### config.mk
export PLATFORM = sky130hd
export DESIGN_NAME = pport_channel
export DESIGN_NICKNAME = d
export VERILOG_FILES = /design/src/rtl/pport_channel.sv
export SDC_FILE = /design/constraint.sdc
export NUM_CORES = 1
export LEC_CHECK = 0
export BUFFER_PORTS_ARGS = -buffer_cell sky130_fd_sc_hd__buf_2
export CORE_ASPECT_RATIO = 0.7
export CORE_MARGIN = 2
export CORE_UTILIZATION = 50
export CTS_BUF_LIST = sky130_fd_sc_hd__clkbuf_8
export CTS_CLUSTER_DIAMETER = 100
export DETAILED_ROUTE_END_ITERATION = 7
export PLACE_DENSITY_LB_ADDON = 0.08
export SLEW_MARGIN = 20
export SYNTH_ARGS = -nofsm -noshare
export SYNTH_HDL_FRONTEND = slang
export SYNTH_SLANG_ARGS = --single-unit
### constraint.sdc
create_clock -name clk -period 1.3 [get_ports clk]
set_input_delay 0.065 -clock clk [delete_from_list [all_inputs] [get_ports clk]]
set_output_delay 0.065 -clock clk [all_outputs]
set_load 0.01 [all_outputs]
### src/rtl/pport_channel.sv
module pport_channel (
  input  logic       clk,
  input  logic       rst_n,
  input  logic       en,
  input  logic       rd,
  input  logic       wr,
  input  logic       rs,
  input  logic [7:0] din,
  output logic [7:0] dout,
  input  logic [7:0] pin_in,
  output logic [7:0] pin_out,
  output logic [7:0] pin_oe,
  input  logic       cl1_in,
  input  logic       cl2_in,
  output logic       cl2_out,
  output logic       cl2_oe,
  output logic       irq_n
);
  logic [5:0] cfg;
  logic [7:0] ddr, orr;
  logic       flg1, flg2, c1q, c2q, hs;

  wire wr_cfg = en & wr & rs;
  wire wr_dat = en & wr & ~rs;
  wire rd_per = en & rd & ~rs & cfg[2];
  wire e1 = (cl1_in ^ c1q) & (cl1_in == cfg[1]);
  wire e2 = ~cfg[5] & (cl2_in ^ c2q) & (cl2_in == cfg[4]);
  wire m_hs = cfg[5] & ~cfg[4] & ~cfg[3];
  wire m_pl = cfg[5] & ~cfg[4] & cfg[3];

  always_ff @(posedge clk) begin
    c1q <= cl1_in;
    c2q <= cl2_in;
    if (!rst_n) begin
      cfg  <= '0;
      ddr  <= '0;
      orr  <= '0;
      flg1 <= 1'b0;
      flg2 <= 1'b0;
      hs   <= 1'b1;
    end else begin
      if (wr_cfg) cfg <= din[5:0];
      if (wr_dat) begin
        if (cfg[2]) orr <= din;
        else        ddr <= din;
      end
      flg1 <= e1 | (flg1 & ~rd_per);
      flg2 <= e2 | (flg2 & ~rd_per);
      if (wr_dat & cfg[2] & (m_hs | m_pl)) hs <= 1'b0;
      else if ((m_hs & e1) | (m_pl & en)) hs <= 1'b1;
    end
  end

  assign pin_out = orr;
  assign pin_oe  = ddr;
  assign dout    = rs ? {flg1, flg2, cfg} :
                   cfg[2] ? ((pin_in & ~ddr) | (orr & ddr)) : ddr;
  assign cl2_oe  = cfg[5];
  assign cl2_out = cfg[4] ? cfg[3] : hs;
  assign irq_n   = ~((flg1 & cfg[0]) | (flg2 & cfg[3] & ~cfg[5]));
endmodule

==> flow_metrics.tcl <==
set metrics [dict create \
    placedCellCount 229 \
    detail_route.vias_per_cell 5.30 \
    htree_num_levels 1 \
    grt_pass1_vias 1137 \
    synthesis.nets 171 \
    power.leakage_uw 0.000786 \
    cts.path.max_buffers 2 \
    clock_sinks 27 \
    top_level_ports 51 \
    layout.cell_area.non_filler_um2 1730 \
    place_hpwl_mm 2.49 \
    worst_pin_slew_ns 0.363 \
    detailedRoute.firstIterationViolations 76 \
    critical_path_class "reg -> out" \
    path_clk_slew_ns 0.09 \
    grt_overflow 0 \
    final.setup.tns_ns -0.305 \
    drive_gt1_share_pct 32.5 \
    timing.critical_path.max_delay_family "flip-flops" \
    max-cap-violations 0 \
    grt_antenna_before_repair 0 \
    run_status "finished, violations left" \
    detail_route.drc_violations 0 \
    place.gp.congestion 0.759 \
    vias 1255 \
    grt_usage_pct 23.3 \
    dr.pass1.iters 5 \
    crit_chain "buf_6 > and3b_1 > o31ai_1 > buf_2" \
    max_freq_mhz 742 \
    pin_count_of_the_biggest_net_entering_global_routing 26 \
    failed_checks "setup timing" \
    finalHoldWorstSlack_ns 0.0522 \
    crit_path_start_kind "flop" \
    synth_largest_type_area_fraction_pct 40.5 \
    grt_pass1_wl_mm 5.37 \
    postLayoutCoreUtil_pct 69.4 \
    clock_tree_skew_after_final_layout_ns 0.00143 \
    synth.top_cells.by_area "sky130_fd_sc_hd__dfxtp_1, sky130_fd_sc_hd__mux2i_1, sky130_fd_sc_hd__nor2b_1, sky130_fd_sc_hd__nand2_1, sky130_fd_sc_hd__a21boi_0" \
    netlist_cell_types 28 \
    coreArea_um2 2500 \
    most-common-layout-cells "sky130_fd_sc_hd__buf_2, sky130_fd_sc_hd__nand2_1, sky130_fd_sc_hd__dfxtp_1, sky130_fd_sc_hd__nor2b_1, sky130_fd_sc_hd__mux2i_1" \
    vdd_drop_max_mv 0.727 \
    critical_path.n_buffers_inverters 2 \
    cp_data_required_time_ns 1.24 \
    fp-row-count 15 \
    synth.yosys.warnings 0 \
    report.final.slew_viol_count 0 \
    final_hold_viol_count 0 \
    dieArea_um2 3110 \
    power_per_cell_area_nw_per_um2 907 \
    synth_seq_cells 27 \
    tritoncts_clock_tree "done" \
    cpPeakStageDelay_ns 0.38 \
    die_h_um 47.2 \
    post-route-worst-setup-slack_ns -0.0485 \
    floorplan.initialDensity_pct 53.5 \
    critical_path.endpoint_type "primary output" \
    max-slew-margin-rel_pct 75.8 \
    synth_area_leader_cell "sky130_fd_sc_hd__dfxtp_1" \
    ys_seq_area_share_pct 40.5 \
    synthesis.area_um2 1340 \
    fin_nets 228 \
    synthesis.area_per_instance_um2 9.08 \
    clock_latency_ns 0.27 \
    route.antenna.remaining_nets 0 \
    commonest_non_fill_non_tap_cell_in_the_layout "sky130_fd_sc_hd__buf_2" \
    io_buffer_count 50 \
    antenna_cells 0 \
    finish.cell_count_without_fillers 237 \
    min_period_over_period_pct 104 \
    areaGrowthSynthToFinish_pct 29.7 \
    tritoncts.num_buffers 3 \
    gate_count_of_the_mapped_netlist 147 \
    hold_path.class "in -> reg" \
    routed_wire_length_per_instance_um 14.5 \
    period_minus_slack_ns 1.35 \
    die_w_um 65.8 \
    critical_path.max_fanout 5 \
    clock-root-buffer "sky130_fd_sc_hd__clkbuf_8" \
    finalWirelength_mm 3.44 \
    critPathArrivalTime_ns 1.28 \
    rsz0062_at_grt "true" \
    cpMaxStageDelayCell "sky130_fd_sc_hd__dfxtp_4" \
    dpl_cell_area_um2 1630 \
    finalSetupViolCount 9 \
]
==> worst paths after layout <==
check	start	endpoint	slack, ns	cells past startpoint
worst max-delay path	cfg[2]$_SDFFE_PN0P_	dout[0]	-0.05	4
worst min-delay path	din[6]	pin_out[6]$_SDFFE_PN0P_	0.05	3
worst max register to register	cfg[2]$_SDFFE_PN0P_	pin_oe[1]$_SDFFE_PN0P_	-0.03	5
worst min register to register	pin_out[3]$_SDFFE_PN0P_	pin_out[3]$_SDFFE_PN0P_	0.48	2
==> worst register-to-register path, cell delays in order (launching register included) <==
cell and delay (ns):
sky130_fd_sc_hd__dfxtp_4 0.38, sky130_fd_sc_hd__buf_4 0.14, sky130_fd_sc_hd__and4bb_1 0.30, sky130_fd_sc_hd__buf_6 0.15, sky130_fd_sc_hd__mux2i_1 0.19, sky130_fd_sc_hd__nor2b_1 0.07
==> sequential cells by signal, summed over array words and instances, names as in the netlist <==
signal and cells:
flg2 1, pin_oe 8, c2q 1, hs 1, flg1 1, cfg 6
pin_out 8, c1q 1
==> synth_stat cells <==
master                      n
sky130_fd_sc_hd__nor4bb_1   2
sky130_fd_sc_hd__buf_2      2
sky130_fd_sc_hd__inv_1      2
sky130_fd_sc_hd__nand4b_1   1
sky130_fd_sc_hd__o21a_1     1
sky130_fd_sc_hd__buf_4      2
sky130_fd_sc_hd__a211oi_1   1
sky130_fd_sc_hd__mux2i_1   14
sky130_fd_sc_hd__and4b_2    1
sky130_fd_sc_hd__nand2b_1   2
sky130_fd_sc_hd__dfxtp_1   27
sky130_fd_sc_hd__nor2_1     2
sky130_fd_sc_hd__o221ai_1   2
sky130_fd_sc_hd__nor4b_1    1
sky130_fd_sc_hd__nand3_2    1
sky130_fd_sc_hd__clkbuf_1   3
sky130_fd_sc_hd__and3b_1    6
sky130_fd_sc_hd__o21ai_0    2
sky130_fd_sc_hd__nand4b_2   1
sky130_fd_sc_hd__buf_6      1
sky130_fd_sc_hd__nand2_1   26
sky130_fd_sc_hd__and4bb_1   1
sky130_fd_sc_hd__a21boi_0   8
sky130_fd_sc_hd__a21oi_1    9
sky130_fd_sc_hd__o31ai_1    8
sky130_fd_sc_hd__a221oi_1   1
sky130_fd_sc_hd__nor2b_1   19
sky130_fd_sc_hd__nor3b_1    1
==> what timing repair did <==
action                                  CTS  global route
hold buffers                              2             0
gates cloned                              1             0
hold endpoints to repair                  2             0
gates resized for setup                   5             4
pin swaps                                 2             1
endpoints found under the setup margin    8            17
buffers inserted                          1             0
==> logic make-up (layout without fill, tap and decap cells) <==
kind of cell	Yosys count	in the layout	share of synthesized area, %
buffers and inverters	10	66	4.12
multiplexers	14	14	10.5
flip-flops	27	27	40.5
AND/OR/NAND/NOR	64	64	28.7
AO/OA/AOI/OAI	32	32	16.2
==> metal layers <==
layer  GRT usage [%]  wire [um]
met1            30.0       1660
met2            40.0       1570
met3            5.76        181
met5               0          0
met4            6.25         31
==> where the power goes <==
| part | internal [uW] | total (uW) | leakage (uW) | switching (uW) |
|---|---|---|---|---|
| clock network | 212 | 474 | 0.0000269 | 262 |
| logic | 114 | 221 | 0.000539 | 107 |
| registers | 849 | 876 | 0.000221 | 26.3 |
| total | 1170 | 1570 | 0.000786 | 395 |
==> final cells by class <==
class                      instances  area [um^2]
fill                             224          764
multi-input combinational        110          747
tap                               34         42.5
clock buffer                       3         41.3
timing repair buffer              60          345
sequential                        27          544
clock inverter                     1         3.75
inverter                           2         7.51
==> metrics by stage <==
stage | worst slack [ns] | total power [uW]
after detailed placement | 0.128 | 1100
final | -0.0485 | 1570
after floorplan | 0.183 | 1000
after global routing | -0.139 | 1640
after CTS | -0.0761 | 1570
after global placement | 0.183 | 1090
(Power assumes the default switching activity.)
